[src/rtl/brc_pkg.sv]
package brc_pkg;
  typedef enum logic [2:0] {
    ST_F0, ST_F1, ST_F2, ST_F3, ST_DEC, ST_EXE, ST_LD, ST_ST
  } state_e;

  typedef enum logic [2:0] {
    K_NOP, K_ALU, K_ADDI, K_BEQ, K_J, K_LB, K_SB
  } kind_e;

  typedef enum logic [2:0] {
    ALU_ADD, ALU_SUB, ALU_AND, ALU_OR, ALU_SLT
  } alu_op_e;

  localparam logic [5:0] OP_RTYPE = 6'h00;
  localparam logic [5:0] OP_J     = 6'h02;
  localparam logic [5:0] OP_BEQ   = 6'h04;
  localparam logic [5:0] OP_ADDI  = 6'h08;
  localparam logic [5:0] OP_LB    = 6'h20;
  localparam logic [5:0] OP_SB    = 6'h28;

  localparam logic [5:0] FN_ADD = 6'h20;
  localparam logic [5:0] FN_SUB = 6'h22;
  localparam logic [5:0] FN_AND = 6'h24;
  localparam logic [5:0] FN_OR  = 6'h25;
  localparam logic [5:0] FN_SLT = 6'h2A;
endpackage

[src/rtl/brc_regfile.sv]
module brc_regfile #(
  parameter int DW   = 8,
  parameter int NREG = 8,
  localparam int AW  = $clog2(NREG)
) (
  input  logic          clk_i,
  input  logic          rst_ni,
  input  logic [AW-1:0] ra_idx_i,
  input  logic [AW-1:0] rb_idx_i,
  input  logic          we_i,
  input  logic [AW-1:0] wa_i,
  input  logic [DW-1:0] wd_i,
  output logic [DW-1:0] ra_o,
  output logic [DW-1:0] rb_o
);
  // index 0 has no storage
  logic [DW-1:0] regs [1:NREG-1];

  always_ff @(posedge clk_i or negedge rst_ni) begin
    if (!rst_ni) begin
      for (int i = 1; i < NREG; i++) regs[i] <= '0;
    end else if (we_i && wa_i != '0) begin
      regs[wa_i] <= wd_i;
    end
  end

  assign ra_o = (ra_idx_i == '0) ? '0 : regs[ra_idx_i];
  assign rb_o = (rb_idx_i == '0) ? '0 : regs[rb_idx_i];


  wr_visible_chk: assert property (@(posedge clk_i) disable iff (!rst_ni)
    (we_i && wa_i != '0) |=> regs[$past(wa_i)] == $past(wd_i));
endmodule

[src/rtl/brc_alu.sv]
module brc_alu
  import brc_pkg::*;
#(
  parameter int DW = 8
) (
  input  logic [DW-1:0] a_i,
  input  logic [DW-1:0] b_i,
  input  alu_op_e       op_i,
  output logic [DW-1:0] y_o
);
  always_comb begin
    unique case (op_i)
      ALU_SUB: y_o = a_i - b_i;
      ALU_AND: y_o = a_i & b_i;
      ALU_OR:  y_o = a_i | b_i;
      ALU_SLT: y_o = {{(DW-1){1'b0}}, ($signed(a_i) < $signed(b_i))};
      default: y_o = a_i + b_i;
    endcase
  end
endmodule

[src/rtl/brc_decode.sv]
module brc_decode
  import brc_pkg::*;
(
  input  logic [5:0] op_i,
  input  logic [5:0] funct_i,
  output kind_e      kind_o,
  output alu_op_e    alu_op_o
);
  always_comb begin
    alu_op_o = ALU_ADD;
    kind_o   = K_NOP;
    unique case (op_i)
      OP_RTYPE: begin
        kind_o = K_ALU;
        unique case (funct_i)
          FN_ADD:  alu_op_o = ALU_ADD;
          FN_SUB:  alu_op_o = ALU_SUB;
          FN_AND:  alu_op_o = ALU_AND;
          FN_OR:   alu_op_o = ALU_OR;
          FN_SLT:  alu_op_o = ALU_SLT;
          default: kind_o   = K_NOP;
        endcase
      end
      OP_ADDI: kind_o = K_ADDI;
      OP_BEQ:  kind_o = K_BEQ;
      OP_J:    kind_o = K_J;
      OP_LB:   kind_o = K_LB;
      OP_SB:   kind_o = K_SB;
      default: kind_o = K_NOP;
    endcase
  end
endmodule

[src/rtl/brc_ctrl.sv]
module brc_ctrl
  import brc_pkg::*;
(
  input  logic   clk_i,
  input  logic   rst_ni,
  input  kind_e  kind_i,
  output state_e state_o
);
  state_e state_q, state_d;

  always_comb begin
    state_d = state_q;
    unique case (state_q)
      ST_F0:  state_d = ST_F1;
      ST_F1:  state_d = ST_F2;
      ST_F2:  state_d = ST_F3;
      ST_F3:  state_d = ST_DEC;
      ST_DEC: begin
        if (kind_i == K_LB)      state_d = ST_LD;
        else if (kind_i == K_SB) state_d = ST_ST;
        else                     state_d = ST_EXE;
      end
      default: state_d = ST_F0;
    endcase
  end

  always_ff @(posedge clk_i or negedge rst_ni) begin
    if (!rst_ni) state_q <= ST_F0;
    else         state_q <= state_d;
  end

  assign state_o = state_q;
endmodule

[src/rtl/byte_risc_core.sv]
module byte_risc_core
  import brc_pkg::*;
#(
  parameter int NREG = 8,
  localparam int DW  = 8,
  localparam int AW  = $clog2(NREG)
) (
  input  logic          clk_i,
  input  logic          rst_ni,
  output logic [DW-1:0] mem_addr_o,
  output logic [DW-1:0] mem_wdata_o,
  input  logic [DW-1:0] mem_rdata_i,
  output logic          mem_rd_o,
  output logic          mem_wr_o
);
  state_e        state;
  kind_e         kind;
  alu_op_e       dec_alu_op, alu_op;
  logic [5:0]    op_q;
  logic [AW-1:0] ra_q, rb_q, rd_q;
  logic [DW-1:0] lo_q;          // last instruction byte: imm / funct / dest
  logic [DW-1:0] pc_q, a_q, b_q;
  logic [DW-1:0] ra_val, rb_val, alu_b, alu_y, tgt_sh;
  logic          rf_we;
  logic [AW-1:0] rf_wa;
  logic [DW-1:0] rf_wd;

  brc_ctrl u_ctrl (
    .clk_i   (clk_i),
    .rst_ni  (rst_ni),
    .kind_i  (kind),
    .state_o (state)
  );

  brc_decode u_dec (
    .op_i     (op_q),
    .funct_i  (lo_q[5:0]),
    .kind_o   (kind),
    .alu_op_o (dec_alu_op)
  );

  brc_regfile #(.DW(DW), .NREG(NREG)) u_rf (
    .clk_i    (clk_i),
    .rst_ni   (rst_ni),
    .ra_idx_i (ra_q),
    .rb_idx_i (rb_q),
    .we_i     (rf_we),
    .wa_i     (rf_wa),
    .wd_i     (rf_wd),
    .ra_o     (ra_val),
    .rb_o     (rb_val)
  );

  assign alu_b  = (kind == K_ALU) ? b_q : lo_q;
  assign alu_op = (kind == K_ALU) ? dec_alu_op : ALU_ADD;

  brc_alu #(.DW(DW)) u_alu (
    .a_i  (a_q),
    .b_i  (alu_b),
    .op_i (alu_op),
    .y_o  (alu_y)
  );

  assign tgt_sh = {lo_q[DW-3:0], 2'b00};

  // instruction capture, field-wise; register fields keep low AW bits
  always_ff @(posedge clk_i or negedge rst_ni) begin
    if (!rst_ni) begin
      op_q <= '0;
      ra_q <= '0;
      rb_q <= '0;
      rd_q <= '0;
      lo_q <= '0;
    end else begin
      unique case (state)
        ST_F0: op_q <= mem_rdata_i[7:2];
        ST_F1: begin
          ra_q <= mem_rdata_i[5 +: AW];
          rb_q <= mem_rdata_i[0 +: AW];
        end
        ST_F2: rd_q <= mem_rdata_i[3 +: AW];
        ST_F3: lo_q <= mem_rdata_i;
        default: ;
      endcase
    end
  end

  always_ff @(posedge clk_i or negedge rst_ni) begin
    if (!rst_ni) begin
      a_q <= '0;
      b_q <= '0;
    end else if (state == ST_DEC) begin
      a_q <= ra_val;
      b_q <= rb_val;
    end
  end

  always_ff @(posedge clk_i or negedge rst_ni) begin
    if (!rst_ni) begin
      pc_q <= '0;
    end else if (state == ST_F3) begin
      pc_q <= pc_q + DW'(4);
    end else if (state == ST_EXE) begin
      if (kind == K_J)                       pc_q <= tgt_sh;
      else if (kind == K_BEQ && a_q == b_q)  pc_q <= pc_q + tgt_sh;
    end
  end

  always_comb begin
    rf_we = 1'b0;
    rf_wa = rb_q;
    rf_wd = alu_y;
    if (state == ST_EXE && kind == K_ALU) begin
      rf_we = 1'b1;
      rf_wa = rd_q;
    end else if (state == ST_EXE && kind == K_ADDI) begin
      rf_we = 1'b1;
    end else if (state == ST_LD) begin
      rf_we = 1'b1;
      rf_wd = mem_rdata_i;
    end
  end

  always_comb begin
    unique case (state)
      ST_F1:        mem_addr_o = pc_q + DW'(1);
      ST_F2:        mem_addr_o = pc_q + DW'(2);
      ST_F3:        mem_addr_o = pc_q + DW'(3);
      ST_LD, ST_ST: mem_addr_o = alu_y;
      default:      mem_addr_o = pc_q;
    endcase
  end

  assign mem_rd_o    = (state == ST_F0) || (state == ST_F1) || (state == ST_F2) ||
                       (state == ST_F3) || (state == ST_LD);
  assign mem_wr_o    = (state == ST_ST);
  assign mem_wdata_o = b_q;


  wr_pulse_chk: assert property (@(posedge clk_i) disable iff (!rst_ni)
    mem_wr_o |=> !mem_wr_o);


  rd_wr_excl_chk: assert property (@(posedge clk_i) disable iff (!rst_ni)
    !(mem_rd_o && mem_wr_o));


  fetch_step_chk: assert property (@(posedge clk_i) disable iff (!rst_ni)
    (state == ST_F1 || state == ST_F2 || state == ST_F3) |->
      mem_addr_o == $past(mem_addr_o) + DW'(1));


  pc_align_chk: assert property (@(posedge clk_i) disable iff (!rst_ni)
    (state == ST_F0) |-> pc_q[1:0] == 2'b00);
endmodule

[config.mk]
export PLATFORM = sky130hd
export DESIGN_NAME = byte_risc_core
export DESIGN_NICKNAME = d
export VERILOG_FILES = /design/src/rtl/brc_pkg.sv /design/src/rtl/brc_regfile.sv /design/src/rtl/brc_alu.sv /design/src/rtl/brc_decode.sv /design/src/rtl/brc_ctrl.sv /design/src/rtl/byte_risc_core.sv
export SDC_FILE = /design/constraint.sdc
export NUM_CORES = 1
export LEC_CHECK = 0
export BUFFER_PORTS_ARGS = -buffer_cell sky130_fd_sc_hd__buf_2
export CELL_PAD_IN_SITES_DETAIL_PLACEMENT = 0
export CELL_PAD_IN_SITES_GLOBAL_PLACEMENT = 1
export CORE_MARGIN = 8
export CORE_UTILIZATION = 53
export CTS_CLUSTER_SIZE = 30
export DETAILED_ROUTE_END_ITERATION = 10
export GPL_ROUTABILITY_DRIVEN = 0
export GPL_TIMING_DRIVEN = 0
export HOLD_SLACK_MARGIN = 0.05
export PLACE_DENSITY_LB_ADDON = 0.1
export SLEW_MARGIN = 40
export SYNTH_ARGS = -nofsm -noshare
export SYNTH_HDL_FRONTEND = slang
export SYNTH_SLANG_ARGS = --single-unit
[constraint.sdc]
create_clock -name clk_i -period 10.5 [get_ports clk_i]
set_clock_uncertainty 0.15 [all_clocks]
set_input_delay 1.05 -clock clk_i [delete_from_list [all_inputs] [get_ports clk_i]]
set_output_delay 1.05 -clock clk_i [all_outputs]
set_load 0.1 [all_outputs]
# --- Word-level counts from Yosys, hierarchy flattened ---
# Cells that the tools add are included.
classes:
  n_reduce_logical: 19
  n_eq_ne: 28
  magnitude_cmp: 5
  n_mux: 33
  n_addsub: 7
  bitwise_logic: 5
op_table:
  columns: ["op", "n"]
  rows:
  - ["two-way mux 8 bit", 15]
  - ["case mux 8 bit (4 select lines)", 2]
  - ["bitwise mux 56 bit", 1]
  - ["binary-select mux 8 bit (select 3 bit)", 2]
  - ["== test 6 bit (second input constant)", 7]
  - ["demux 8 bit (select 3 bit)", 1]
  - ["== test 3 bit (second input constant)", 8]
  - ["== test 3 x 2 -> 1 bit (second input constant)", 6]
  - ["case mux 3 bit (6 select lines)", 1]
  - ["adder 8 x 2 -> 8 bit (second input constant)", 2]
  - ["adder 8 bit", 2]
  - ["case mux 3 bit (5 select lines)", 1]
  - ["greater-or-equal comparator 4 bit (second input constant)", 3]
  - ["two-way mux 3 bit", 4]
  - ["NOT 3 -> 4 bit", 3]
  - ["case mux 3 bit (4 select lines)", 1]
  - ["== test 3 x 1 -> 1 bit (second input constant)", 3]
  - ["logical NOT 3 bit", 3]
  - ["adder 8 x 1 -> 8 bit (second input constant)", 1]
  - ["adder 8 x 3 -> 8 bit (second input constant)", 1]
  - ["bitwise AND 8 bit", 1]
  - ["== test 8 bit", 1]
  - ["< comparator 8 bit", 1]
  - ["bitwise OR 8 bit", 1]
  - ["15 further kinds", 26]
totals:
  input_bits: 10
  output_inout_bits: 18
  register_bits: 106
  word_cells: 113

# --- Logic depth before layout (Yosys ltp) ---
# Gate-level depths: netlist (run 1).
logic_depth:
  word_depth: 13
  mapped_depth: 16
  depth_no_buf: 14

# --- Hierarchy ---
# A second synthesis (run 1) with hierarchy kept.
unflattened:
  hier_cells: 640
  area_unflattened_um2: 7300.8
by_module_without_submodules:
  columns: ["module", "instances", "area_each_um2", "seq_area_each_um2", "cells_each"]
  rows:
  - ["brc_regfile", 1, 3184.3, 1401.3, 238]
  - ["byte_risc_core", 1, 2616.3, 1126.1, 212]
  - ["brc_alu", 1, 1166.1, 0.0, 156]
  - ["brc_decode", 1, 183.9, 0.0, 22]
  - ["brc_ctrl", 1, 150.1, 75.1, 12]

# --- Worst setup path before layout (run 1) ---
# OpenSTA, ideal clock, no wires.
synth_path:
  path_type: "register to output"
  start: "register op_q[1]"
  end: "output port mem_addr_o[6]"
  n_path_buf: 2
  setup_slack_ps: 3484
  path_stages_with_launch: 16
  arrival_time_ps: 5816
  required_ps: 9300
  cell_sequence: "dfrtp_1 -> or3_1 -> buf_2 -> or4_1 -> buf_2 -> nor2_1 -> nand2_1 -> o21ai_0 -> inv_1 -> fa_1 -> nor2b_1 -> o311ai_0 -> nand2_1 -> o32ai_1 -> o22ai_1 -> o21ai_0"
synth_between:
  elab_chain_len: 7
  word_cells_on_any_way: 21
  cone_classes: "2 x add/sub; 10 x eq/ne; 6 x mux; 2 x bitwise; 1 x reduce/logical"
synth_rtl:
  columns: ["item", "line", "rtl"]
  rows:
  - ["start, declared", "byte_risc_core.sv:19", "logic [5:0] op_q;"]
  - ["start signal, assigned", "byte_risc_core.sv:76", "ST_F0: op_q <= mem_rdata_i[7:2];"]
  - ["== test 6 bit (tied with other cells)", "brc_decode.sv:12", "unique case (op_i)"]
  - ["case mux 3 bit (6 select lines)", "brc_decode.sv:12", null]
  - ["== test 3 x 1 -> 1 bit", "byte_risc_core.sv:54, byte_risc_core.sv:55", null]
  - ["two-way mux 8 bit or two-way mux 3 bit (tied branches)", "byte_risc_core.sv:54, byte_risc_core.sv:55", null]
  - ["adder 8 bit (tied with other cells)", "brc_alu.sv:17", "default: y_o = a_i + b_i;"]
  - ["case mux 8 bit (4 select lines) *", "brc_alu.sv:12", "unique case (op_i)"]
  - ["case mux 8 bit (4 select lines) *", "byte_risc_core.sv:125", "unique case (state)"]
  - ["end, declared", "byte_risc_core.sv:10", "output logic [DW-1:0] mem_addr_o,"]
# Every way passes the cells marked *; elsewhere a longest branch is shown, timed or not.

# --- Worst setup path after layout (run 1) ---
layout_path:
  start: "register op_q[1]"
  end: "output port mem_addr_o[0]"
layout_between:
  elab_chain_len: 7
  word_cells_on_any_way: 22
  cone_classes: "2 x add/sub; 1 x order compare; 10 x eq/ne; 6 x mux; 2 x bitwise; 1 x reduce/logical"
layout_rtl:
  columns: ["item", "line"]
  rows:
  - ["== test 6 bit (tied with other cells)", "brc_decode.sv:12"]
  - ["case mux 3 bit (6 select lines)", "brc_decode.sv:12"]
  - ["== test 3 x 1 -> 1 bit", "byte_risc_core.sv:54, byte_risc_core.sv:55"]
  - ["two-way mux 8 bit or two-way mux 3 bit (tied branches)", "byte_risc_core.sv:54, byte_risc_core.sv:55"]
  - ["adder 8 bit (tied with other cells)", "brc_alu.sv:17"]
  - ["case mux 8 bit (4 select lines) *", "brc_alu.sv:12"]
  - ["case mux 8 bit (4 select lines) *", "byte_risc_core.sv:125"]
# Marks and branches as above.

==> flow_summary.rst, run 1 <==
.. list-table::
   :header-rows: 1

   * - Metric
     - Value
   * - RSZ-0062 raised after global routing
     - false
   * - Transition time at the pin with the least slew margin
     - 813 ps
   * - Number of placement rows
     - a little over 40
   * - Startpoint of the most critical register-to-register path
     - op_q[1]$_DFFE_PN0P_
   * - Count of hold buffers inserted by post-cts repair
     - 0
   * - Filler Cell Count
     - 1110
   * - Top cells by count, synth
     - sky130_fd_sc_hd__dfrtp_1, sky130_fd_sc_hd__mux2_2, sky130_fd_sc_hd__nand2_1
   * - Share of the clock period used by the worst path after layout
     - 0.660
   * - Instance count of the mapped netlist
     - approximately 680
   * - Path depth of the worst reg2reg path
     - 16
   * - GRT Total Usage
     - 0.236
   * - Antenna diode instance count
     - 0
   * - Vias in the first global route
     - 5470
   * - Fraction of post-synthesis cell area in the top cell type by area
     - 0.384
   * - Most instantiated library cell after synthesis
     - sky130_fd_sc_hd__dfrtp_1
   * - Met1 track demand over resource
     - 0.294
   * - DR vias/cell
     - about 6.2
   * - Cell taking the most area after synthesis
     - sky130_fd_sc_hd__dfrtp_1
   * - Buf/Inv on CP
     - 4
   * - Most utilized layer in the global route result
     - met2
   * - Register clock-pin slew on the reported worst setup and hold paths
     - roughly 70 ps
   * - Number of cells in the finished layout apart from fillers
     - 894
   * - Top achievable clock speed
     - between 0.1 and 0.15 GHz
   * - Count of TritonRoute iterations in the first routing pass
     - 5
   * - Final max-slew violation count
     - 0
   * - Result of the run
     - finished, final reports clean
   * - Total routed wirelength
     - about 19 mm
   * - Clock tree from TritonCTS
     - yes
   * - Number of hold-slack violations in the final timing report
     - 0
   * - Count of antenna-violating nets left after detailed routing
     - 0
   * - Min-Delay Path Depth
     - 2
   * - Standard cell core area
     - between 10000 and 15000 µm²
   * - Worst endpoint required time
     - 9300 ps
   * - Flop2flop setup slack
     - 4580 ps
   * - Setup-violating endpoint count in the final report
     - 0
   * - Cells resized by post-CTS repair
     - 0
   * - Met2 Use GR
     - 0.392
   * - Element type at the critical path start
     - register
   * - Portion of the post-synthesis area used by sequential elements
     - 0.384
   * - Share of synthesized registers carrying an async set or reset
     - 1.00
   * - Hold EP
     - lo_q[7]$_DFFE_PN0P_
   * - Detailed router's first-iteration violation count
     - approximately 520
   * - Count of flip-flops with a built-in enable after synthesis
     - 0
   * - Per-cell routed wire length
     - 21.2 µm
   * - HPWL reported at the end of detailed placement
     - 14.3 mm
   * - DRC violations left
     - 0
   * - R2r endpoint
     - u_rf.regs[31]$_DFFE_PN0P_
   * - Number of vias in the routed layout
     - ~5600
   * - Total of warnings raised by yosys
     - 0
   * - Avg Synthesized Cell Area
     - roughly 10 µm²
   * - First-pass GRT wire length
     - roughly 30 mm
   * - Total clock sinks
     - roughly 100
   * - Met3 usage
     - 0.0427
   * - Cell seen most often among critical-path stages
     - sky130_fd_sc_hd__buf_2
   * - Height of the die
     - 129 µm
   * - Total number of H-tree levels
     - 3
   * - Count of port buffers added during placement
     - 27
   * - Stage delay of the slowest cell on the critical path
     - 560 ps
   * - Synthesized flop and latch total
     - approximately 100
   * - Number of placed instances with taps included
     - just under 900
   * - Most used DFF post-synth
     - sky130_fd_sc_hd__dfrtp_1
   * - Arrival time reported for the critical path endpoint
     - ~5700 ps
   * - Worst Path Class, Setup
     - register to output pin
   * - Gr ovfl total
     - 0
   * - Critical Path, Cell by Cell
     - or3_1 > buf_2 > or4_1 > buf_2 > nor2_1 > nand2_1 > o21ai_0 > inv_1 > fa_1 > nor2b_1 > o311ai_0 > a21oi_1 > o21ai_0 > a41oi_1 > nor2b_1 > o22ai_1 > buf_2
   * - Num ports
     - 28
   * - Post-CTS setup buffer count
     - 0
   * - Final critical-path required period
     - between 6000 and 7000 ps
   * - Overall die area
     - about 17000 µm²
   * - Critical Path Sink Type
     - output pin
   * - Post-synthesis to final-layout area growth
     - 10.8%
   * - Cells taking the most area after synthesis
     - sky130_fd_sc_hd__dfrtp_1, sky130_fd_sc_hd__mux2_2, sky130_fd_sc_hd__ha_1
   * - Path type of the worst min-delay path
     - register to register
   * - Final sum of negative setup slack
     - 0 ps
   * - Max-cap check violation count
     - 0
   * - Post-synthesis cell area
     - about 6800 µm²
   * - Cell variety after synth
     - 62
   * - DIE WIDTH
     - 129 µm
   * - Number of buffers added by the clock tree synthesis step
     - 9
   * - Fraction of final layout cells sized beyond drive strength 1
     - 0.231
   * - Kind of cell adding the most delay to the critical path
     - simple AND/OR/NAND/NOR gates
   * - Root Buffer
     - sky130_fd_sc_hd__clkbuf_16
   * - Slew headroom
     - 0.455
   * - Library cell contributing the largest single delay on the critical path
     - sky130_fd_sc_hd__nor2_1
   * - Net count of the mapped netlist
     - about 700
   * - Maximum number of pins on one net before global-route repair
     - 54
   * - Hold_sp
     - lo_q[7]$_DFFE_PN0P_
   * - Starting density of the core
     - 0.540
   * - Antenna violations before repair
     - 0
   * - Crit path max fanout
     - 10
   * - Insertion delay to the later sink of the worst-skew pair
     - between 300 and 400 ps
   * - Nets
     - about 760
   * - Clock Tree Buf Depth
     - 2
==> cell families (layout without fill, tap and decap cells) <==
| kind of cell | after synthesis | after routing | share of synthesized area |
|---|---|---|---|
| simple gates | 193 | 193 | 0.139 |
| compound gates | 162 | 162 | 0.155 |
| flops | 104 | 104 | 0.384 |
| mux | 102 | 102 | 0.195 |
| buf+inv | 63 | 107 | 0.0358 |
| fa+ha+maj | 33 | 33 | 0.0642 |
| xor+xnor | 21 | 21 | 0.0271 |
==> layout by cell type (no fill, tap or decap), types with 7 or more instances in the layout <==
cell | synthesis | final
sky130_fd_sc_hd__inv_1 | 30 | 30
sky130_fd_sc_hd__or2_2 | 7 | 7
sky130_fd_sc_hd__clkbuf_16 | 0 | 9
sky130_fd_sc_hd__xor2_1 | 7 | 7
sky130_fd_sc_hd__nor2b_1 | 7 | 7
sky130_fd_sc_hd__mux4_2 | 16 | 16
sky130_fd_sc_hd__buf_2 | 2 | 29
sky130_fd_sc_hd__nand2_1 | 63 | 63
sky130_fd_sc_hd__or3_1 | 7 | 7
sky130_fd_sc_hd__o22ai_1 | 17 | 14
sky130_fd_sc_hd__xnor2_1 | 14 | 14
sky130_fd_sc_hd__nor2_1 | 48 | 48
sky130_fd_sc_hd__mux2_2 | 81 | 81
sky130_fd_sc_hd__and3_1 | 10 | 10
sky130_fd_sc_hd__o21ai_0 | 36 | 35
sky130_fd_sc_hd__a211oi_1 | 10 | 10
sky130_fd_sc_hd__dfrtp_1 | 104 | 104
sky130_fd_sc_hd__a22oi_1 | 16 | 16
sky130_fd_sc_hd__nand2b_1 | 7 | 7
sky130_fd_sc_hd__a21oi_1 | 38 | 38
sky130_fd_sc_hd__nor3_1 | 16 | 15
sky130_fd_sc_hd__clkbuf_1 | 28 | 27
sky130_fd_sc_hd__ha_1 | 30 | 30
==> metal layers <==
| layer | vias up | routed length [µm] | share of wire |
|---|---|---|---|
| li1 | 2556 | - | - |
| met1 | 2788 | 8110 | 0.43 |
| met2 | 191 | 9200 | 0.48 |
| met3 | 46 | 1010 | 0.053 |
| met4 | 0 | 677 | 0.036 |
| met5 | - | 0 | 0 |
==> sequential cells by signal, indices dropped and copies added, names as in the netlist <==
name and cells:
a_q 8, lo_q 8, mem_wdata_o 8, op_q 6, pc_q 6, ra_q 3, rb_q 3, rd_q 3
u_ctrl.state_o 3, u_rf.regs 56
==> worst register-to-register path, stage by stage, from the launching register on <==
cell and delay (ps):
sky130_fd_sc_hd__dfrtp_1 430, sky130_fd_sc_hd__or3_1 350, sky130_fd_sc_hd__buf_2 170, sky130_fd_sc_hd__or4_1 510, sky130_fd_sc_hd__buf_2 160, sky130_fd_sc_hd__nor2_1 560, sky130_fd_sc_hd__nand2_1 190, sky130_fd_sc_hd__o21ai_0 220
sky130_fd_sc_hd__inv_1 180, sky130_fd_sc_hd__ha_1 330, sky130_fd_sc_hd__or2_2 320, sky130_fd_sc_hd__a221oi_1 390, sky130_fd_sc_hd__o22ai_1 140, sky130_fd_sc_hd__xor2_1 160, sky130_fd_sc_hd__a211oi_1 710, sky130_fd_sc_hd__a21oi_1 440
sky130_fd_sc_hd__mux2_2 390
==> through the flow <==
stage | cell area (µm²) | utilization | worst slack, ps | hold slack [ps]
after floorplan | 6790 | - | 3480 | 292
after global placement | 7140 | 0.568 | 4030 | 326
after detailed placement | 7220 | 0.574 | 3990 | 340
after CTS | 7510 | 0.598 | 3610 | 357
after global routing | 7520 | 0.598 | 3210 | 390
final | 7520 | 0.598 | 3570 | 358
==> worst max path at each step <==
| stage | depth (start not counted) | slack (ps) | end | start |
|---|---|---|---|---|
| detailed placement | 17 | 3990 | mem_addr_o[0] | op_q[1]$_DFFE_PN0P_ |
| finish | 17 | 3570 | mem_addr_o[0] | op_q[1]$_DFFE_PN0P_ |
| global route | 17 | 3210 | mem_addr_o[0] | op_q[1]$_DFFE_PN0P_ |
| floorplan | 15 | 3480 | mem_addr_o[6] | op_q[1]$_DFFE_PN0P_ |
| global placement | 17 | 4030 | mem_addr_o[0] | op_q[1]$_DFFE_PN0P_ |
| CTS | 17 | 3610 | mem_addr_o[0] | op_q[1]$_DFFE_PN0P_ |
==> final cells by class <==
cell class	count	area, µm²	share of cell area
plain buffers	32	129	0.0171
clock buffers	10	229	0.0304
clock inverters	5	66.3	0.00882
inverters	31	116	0.0155
multi-input cells	511	3990	0.530
flip-flops and latches	104	2600	0.346
well taps	172	215	0.0286
repair buffers	29	178	0.0236
Power of run 1 is left out: the tool's default activity adds up to more than one toggle a clock period on the data nets, which glitch-free logic cannot reach.
==> run 2, diff against run 1 <==
ABC_AREA = 1   (was unset)
CORE_UTILIZATION = 41   (was 53)
clock period = 6.1 ns   (was 10.5 ns; I/O delays follow)
==> flow_summary.rst, run 2 <==
.. list-table::
   :header-rows: 1

   * - Metric
     - Value
   * - Cell variety after synth
     - 38 (-39%)
   * - Standard cell core area
     - 17100 µm² (+36%)
   * - Tightest hold margin
     - 329 ps (-29.1 ps)
   * - Count of hold buffers inserted by post-cts repair
     - 1 (+1)
   * - Transition time at the pin with the least slew margin
     - 724 ps (-89.1 ps)
   * - Number of placement rows
     - 48 (+17%)
   * - Count of flip-flops with a built-in enable after synthesis
     - 0 (unchanged)
   * - Vias in the first global route
     - 6415 (+17%)
   * - Post-synthesis cell area
     - 7110 µm² (+4.7%)
   * - Worst Path Class, Setup
     - register to output pin
   * - Antenna violations before repair
     - 0 (unchanged)
   * - Top achievable clock speed
     - 0.196 GHz
   * - Num ports
     - 28 (unchanged)
   * - Post-synthesis to final-layout area growth
     - 10.5%
   * - Top cells by count, synth
     - sky130_fd_sc_hd__nand2_1, sky130_fd_sc_hd__inv_1, sky130_fd_sc_hd__o21ai_0
   * - Root Buffer
     - sky130_fd_sc_hd__clkbuf_16
   * - Detailed router's first-iteration violation count
     - 623 (+21%)
   * - Path depth of the worst reg2reg path
     - 20 (+4)
   * - Portion of the post-synthesis area used by sequential elements
     - 0.366 (-0.0174)
   * - Arrival time reported for the critical path endpoint
     - 4330 ps (-1400 ps)
   * - Post-place instance area
     - 7560 µm² (+4.8%)
   * - RSZ-0062 raised after global routing
     - false
   * - Per-cell routed wire length
     - 17.9 µm (-16%)
   * - Insertion delay to the later sink of the worst-skew pair
     - 360 ps (about the same)
   * - Overall die area
     - 21800 µm² (+31%)
   * - Final max-slew violation count
     - 0 (unchanged)
   * - Clock Tree Buf Depth
     - 2 (unchanged)
   * - Total number of H-tree levels
     - 3 (unchanged)
   * - Maximum number of pins on one net before global-route repair
     - 55 (+1.9%)
   * - Count of port buffers added during placement
     - 27 (unchanged)
   * - Fraction of final layout cells sized beyond drive strength 1
     - 0.0905 (-0.141)
   * - Setup-violating endpoint count in the final report
     - 0 (unchanged)
   * - Most instantiated library cell after synthesis
     - sky130_fd_sc_hd__nand2_1
   * - Cells taking the most area after synthesis
     - sky130_fd_sc_hd__dfrtp_1, sky130_fd_sc_hd__nand2_1, sky130_fd_sc_hd__o21ai_0
   * - Max reg flops
     - 56 (unchanged)
   * - Most frequent standard cell in the layout excluding fill and tap cells
     - sky130_fd_sc_hd__nand2_1
   * - Post-CTS setup buffer count
     - 0 (unchanged)
   * - Element type at the critical path start
     - register
   * - Post-layout instance area
     - 7860 µm² (+4.4%)
   * - DIE WIDTH
     - 148 µm (+14%)
   * - DRC violations left
     - 0 (unchanged)
   * - Share of the clock period used by the worst path after layout
     - 0.835
   * - Nets
     - 1100 (+45%)
   * - Synthesized flop and latch total
     - 104 (unchanged)
   * - Min-Delay Path Depth
     - 2 (unchanged)
   * - Total clock sinks
     - 104 (unchanged)
   * - Stage delay of the slowest cell on the critical path
     - 480 ps (-80 ps)
   * - Share of synthesized registers carrying an async set or reset
     - 1.00 (unchanged)
   * - Avg Synthesized Cell Area
     - 6.99 µm² (-30%)
   * - Worst endpoint required time
     - 5340 ps (-3960 ps)
   * - Count of antenna-violating nets left after detailed routing
     - 0 (unchanged)
   * - GRT Total Usage
     - 0.219 (-0.0177)
   * - Path type of the worst min-delay path
     - register to register
   * - Number of vias in the routed layout
     - 6609 (+18%)
   * - Antenna diode instance count
     - 0 (unchanged)
   * - Reg with most FFs
     - u_rf.regs
   * - Total of warnings raised by yosys
     - 0 (unchanged)
   * - Cells resized by post-CTS repair
     - 0 (unchanged)
   * - Total routed wirelength
     - 23.1 mm (+21%)
   * - Number of buffers added by the clock tree synthesis step
     - 9 (unchanged)
   * - Slew headroom
     - 0.505 (+0.0502)
   * - Final sum of negative setup slack
     - 0 ps (unchanged)
   * - Critical Path Sink Type
     - output pin
   * - Library cell contributing the largest single delay on the critical path
     - sky130_fd_sc_hd__o21ai_0
   * - Register clock-pin slew on the reported worst setup and hold paths
     - 80 ps (about the same)
   * - Result of the run
     - finished, final reports clean
   * - First-pass GRT wire length
     - 37.0 mm (+23%)
   * - Commonest non-fill, non-tap cells in the layout
     - sky130_fd_sc_hd__nand2_1, sky130_fd_sc_hd__inv_1, sky130_fd_sc_hd__o21ai_0
   * - Gr ovfl total
     - 0 (unchanged)
   * - Starting density of the core
     - 0.415 (-0.125)
   * - Final critical-path required period
     - 5090 ps
   * - Height of the die
     - 148 µm (+14%)
   * - Net count of the mapped netlist
     - 1060 (+47%)
   * - HPWL reported at the end of detailed placement
     - 18.4 mm (+29%)
   * - Critical Path, Cell by Cell
     - nor2_1 > nand3_1 > inv_2 > nand2_2 > clkbuf_1 > o21ai_0 > inv_1 > ha_1 > nor2_1 > nand2_1 > nand2_1 > nand2_1 > nand3_1 > nand3_1 > nand4_1 > nor2_1 > a21oi_1 > buf_2
   * - Count of TritonRoute iterations in the first routing pass
     - 5 (unchanged)
   * - Max-cap check violation count
     - 0 (unchanged)
   * - Instance count of the mapped netlist
     - 1017 (+50%)
   * - DR vias/cell
     - 5.14 (-18%)
   * - Fraction of post-synthesis cell area in the top cell type by area
     - 0.366 (-0.0174)
   * - Clock tree from TritonCTS
     - yes
   * - Cell taking the most area after synthesis
     - sky130_fd_sc_hd__dfrtp_1
   * - Most used DFF post-synth
     - sky130_fd_sc_hd__dfrtp_1
   * - Number of hold-slack violations in the final timing report
     - 0 (unchanged)
   * - Crit path max fanout
     - 10 (unchanged)
## run 2: cell types whose count changed after synthesis, moves of 17 or more
cell,previous run,this run
sky130_fd_sc_hd__inv_1,30,135
sky130_fd_sc_hd__nand2_1,63,325
sky130_fd_sc_hd__mux2_2,81,0
sky130_fd_sc_hd__nand4_1,3,20
sky130_fd_sc_hd__o21ai_0,36,116
sky130_fd_sc_hd__nand3_1,4,45
## run 2: layout make-up
type | count | area, µm²
Fill cell | 1889 | 9260
Multi-Input combinational cell | 740 | 3850
Sequential cell | 104 | 2600
Inverter | 149 | 559
Tap cell | 225 | 282
Clock buffer | 9 | 225
Timing Repair Buffer | 29 | 183
Buffer | 24 | 92.6
Clock inverter | 6 | 58.8
## run 2: per-stage QoR
step,util,cells,worst slack (ps)
after floorplan,-,1017,1290
after global placement,0.440,1269,1380
after detailed placement,0.442,1270,1360
after CTS,0.459,1286,960
after global routing,0.459,1286,542
final,0.459,1286,1010
## run 2: layer usage
layer / global-route usage / up-vias / wire (µm)
met5: 0 / - / 0
met4: 0.0760 / 0 / 636
met3: 0.0339 / 32 / 902
met2: 0.358 / 142 / 10800
met1: 0.288 / 3078 / 10700
li1: - / 3357 / -
## run 2: cells by family after synthesis
kind of cell | share of synthesized area
flops | 0.366
xor+xnor | 0.0197
fa+ha+maj | 0.0613
simple gates | 0.301
buf+inv | 0.0917
compound gates | 0.160
## run 2: critical path: cells and delay by family (launching register included)
family | cells | cell delay, ps
fa+ha+maj | 1 | 360
buf+inv | 4 | 1110
flops | 1 | 410
simple gates | 11 | 1520
compound gates | 2 | 580
## run 2: final timing paths
kind                                      startpoint                   endpoint  slack (ps)
hold / removal             u_rf.regs[20]$_DFFE_PN0P_  u_rf.regs[20]$_DFFE_PN0P_         330
min in group asynchronous                     rst_ni   u_rf.regs[4]$_DFFE_PN0P_         590
setup reg to reg                 op_q[5]$_DFFE_PN0P_  u_rf.regs[31]$_DFFE_PN0P_        1820
setup / recovery                 op_q[5]$_DFFE_PN0P_              mem_addr_o[7]        1010
hold reg to reg            u_rf.regs[20]$_DFFE_PN0P_  u_rf.regs[20]$_DFFE_PN0P_         330
max in group asynchronous                     rst_ni        ra_q[2]$_DFFE_PN0P_        4600
Power of run 2 is left out for the same reason.
==> run 3, diff against run 2 <==
ABC_AREA = 0   (was 1)
CORE_UTILIZATION = 50   (was 41)
clock period = 5.1 ns   (was 6.1 ns; I/O delays follow)
==> flow_summary.rst, run 3 (same netlist as run 1, synthesis figures left out) <==
.. list-table::
   :header-rows: 1

   * - Metric
     - Value
   * - Worst Path Class, Setup
     - register to output pin
   * - Reg with most FFs
     - u_rf.regs
   * - DR vias/cell
     - 6.16 (+20%)
   * - Fraction of final layout cells sized beyond drive strength 1
     - 0.316 (+0.225)
   * - Post-layout instance area
     - 8110 µm² (+3.2%)
   * - First-pass GRT wire length
     - 31.1 mm (-16%)
   * - HPWL reported at the end of detailed placement
     - 14.3 mm (-22%)
   * - Starting density of the core
     - 0.512 (+0.0972)
   * - Total routed wirelength
     - 19.7 mm (-14%)
   * - Crit path max fanout
     - 7 (-3)
   * - Insertion delay to the later sink of the worst-skew pair
     - 350 ps (about the same)
   * - Worst endpoint required time
     - 4440 ps (-900 ps)
   * - Total clock sinks
     - 104 (unchanged)
   * - Number of placement rows
     - 42 (-13%)
   * - Vias in the first global route
     - 5621 (-12%)
   * - Result of the run
     - finished, final reports clean
   * - Standard cell core area
     - 13200 µm² (-23%)
   * - Post-place instance area
     - 7270 µm² (-3.8%)
   * - Maximum number of pins on one net before global-route repair
     - 68 (+24%)
   * - DRC violations left
     - 0 (unchanged)
   * - Number of vias in the routed layout
     - 5646 (-15%)
   * - Num ports
     - 28 (unchanged)
   * - Max reg flops
     - 56 (unchanged)
   * - DIE WIDTH
     - 132 µm (-10%)
   * - Overall die area
     - 17600 µm² (-19%)
   * - Met3 routed WL
     - 980 µm (+8.6%)
   * - Total number of H-tree levels
     - 3 (unchanged)
   * - Per-cell routed wire length
     - 21.5 µm (+20%)
   * - Path type of the worst min-delay path
     - primary input to register
   * - Clock tree from TritonCTS
     - yes
   * - Root Buffer
     - sky130_fd_sc_hd__clkbuf_16
   * - Critical Path Sink Type
     - output pin
   * - Slew headroom
     - 0.423 (-0.0819)
   * - Top achievable clock speed
     - about 0.2 GHz
   * - Commonest non-fill, non-tap cells in the layout
     - sky130_fd_sc_hd__dfrtp_1, sky130_fd_sc_hd__mux2_2, sky130_fd_sc_hd__nand2_1
   * - RSZ-0062 raised after global routing
     - true
   * - Wire length on met2
     - 9.60 mm (-11%)
   * - Arrival time reported for the critical path endpoint
     - 4350 ps (+20 ps)
   * - Detailed router's first-iteration violation count
     - 393 (-37%)
   * - Share of the clock period used by the worst path after layout
     - 0.982
   * - Final critical-path required period
     - about 5000 ps
   * - Number of buffers added by the clock tree synthesis step
     - 9 (unchanged)
   * - Setup-violating endpoint count in the final report
     - 0 (unchanged)
   * - Routed length on met1
     - 8.48 mm (-21%)
   * - Clock Tree Buf Depth
     - 2 (unchanged)
   * - Count of TritonRoute iterations in the first routing pass
     - 5 (unchanged)
   * - Count of antenna-violating nets left after detailed routing
     - 0 (unchanged)
   * - Number of hold-slack violations in the final timing report
     - 0 (unchanged)
   * - Count of port buffers added during placement
     - 27 (unchanged)
   * - Final max-slew violation count
     - 0 (unchanged)
   * - Post-synthesis to final-layout area growth
     - 19.5%
   * - Transition time at the pin with the least slew margin
     - 860 ps (+136 ps)
   * - Antenna diode instance count
     - 0 (unchanged)
   * - Highest Signal Layer
     - met4
   * - Nets
     - 780 (-29%)
   * - Max-cap check violation count
     - 0 (unchanged)
   * - Antenna violations before repair
     - 0 (unchanged)
   * - Register clock-pin slew on the reported worst setup and hold paths
     - 70 ps (about the same)
   * - Height of the die
     - 132 µm (-10%)
   * - Gr ovfl total
     - 0 (unchanged)
   * - Element type at the critical path start
     - register
   * - GRT Total Usage
     - 0.223 (+0.00471)
   * - Most frequent standard cell in the layout excluding fill and tap cells
     - sky130_fd_sc_hd__dfrtp_1
==> run 3: changes by cell type in the layout (fill, tap and decap cells not counted), moves of 17 or more <==
cell / change
sky130_fd_sc_hd__a21oi_1: -18
sky130_fd_sc_hd__buf_4: +19
sky130_fd_sc_hd__inv_1: -109
sky130_fd_sc_hd__mux2_2: +80
sky130_fd_sc_hd__nand2_1: -262
sky130_fd_sc_hd__nand3_1: -41
sky130_fd_sc_hd__nand4_1: -17
sky130_fd_sc_hd__o21ai_0: -89
==> run 3: metal layers <==
metal	vias up	global-route usage
met1	2805	0.283
met5	-	0
met2	187	0.366
met3	47	0.0439
li1	2607	-
met4	0	0.0934
==> run 3: final cells by class <==
cell class              instances  area (µm²)
well taps                     176         220
clock inverters                 5        63.8
inverters                      31         116
repair buffers                 50         423
plain buffers                  30         134
fillers                      1114        5130
clock buffers                  10         239
multi-input cells             511        4310
flip-flops and latches        104        2600
==> run 3: stage by stage <==
stage | hold slack, ps | setup slack (ps) | util | cells | TNS, ps
after CTS | 261 | -1.76 | 0.588 | 910 | -1.76
after global placement | 325 | -695 | 0.543 | 881 | -20120
final | 274 | 89.3 | 0.612 | 917 | 0
after detailed placement | 256 | -670 | 0.549 | 884 | -17610
after global routing | 286 | -53.5 | 0.612 | 917 | -197
after floorplan | 64.4 | -98.0 | - | 678 | -98.0
==> run 3: final timing paths <==
| path | start | end | slack, ps | cells past startpoint |
|---|---|---|---|---|
| setup / recovery | op_q[4]$_DFFE_PN0P_ | mem_addr_o[2] | 90 | 13 |
| hold / removal | mem_rdata_i[7] | lo_q[7]$_DFFE_PN0P_ | 270 | 3 |
| setup reg to reg | op_q[4]$_DFFE_PN0P_ | u_rf.regs[5]$_DFFE_PN0P_ | 240 | 15 |
| hold reg to reg | u_rf.regs[21]$_DFFE_PN0P_ | u_rf.regs[21]$_DFFE_PN0P_ | 360 | 2 |
| max in group asynchronous | rst_ni | op_q[2]$_DFFE_PN0P_ | 3700 | 3 |
| min in group asynchronous | rst_ni | u_rf.regs[13]$_DFFE_PN0P_ | 470 | 2 |
==> run 3: critical path, cell delays in order, from the launching register on <==
cell and delay (ps):
sky130_fd_sc_hd__dfrtp_1 410, sky130_fd_sc_hd__or3_1 390, sky130_fd_sc_hd__buf_6 140, sky130_fd_sc_hd__or4_4 530, sky130_fd_sc_hd__buf_6 140, sky130_fd_sc_hd__nor2_4 160, sky130_fd_sc_hd__buf_4 140, sky130_fd_sc_hd__mux2_2 340
sky130_fd_sc_hd__ha_1 270, sky130_fd_sc_hd__mux2_2 300, sky130_fd_sc_hd__a221oi_1 310, sky130_fd_sc_hd__a32oi_1 250, sky130_fd_sc_hd__mux2_2 340, sky130_fd_sc_hd__clkbuf_4 280
==> run 3: what timing repair did <==
action                                  CTS  global route
endpoints found under the setup margin   57            14
resized for setup                        34            52
pin swaps                                 7            22
hold endpoints to repair                 37             0
buffers inserted                         11             8
hold buffers                              1             0
Power of run 3 is left out for the same reason.
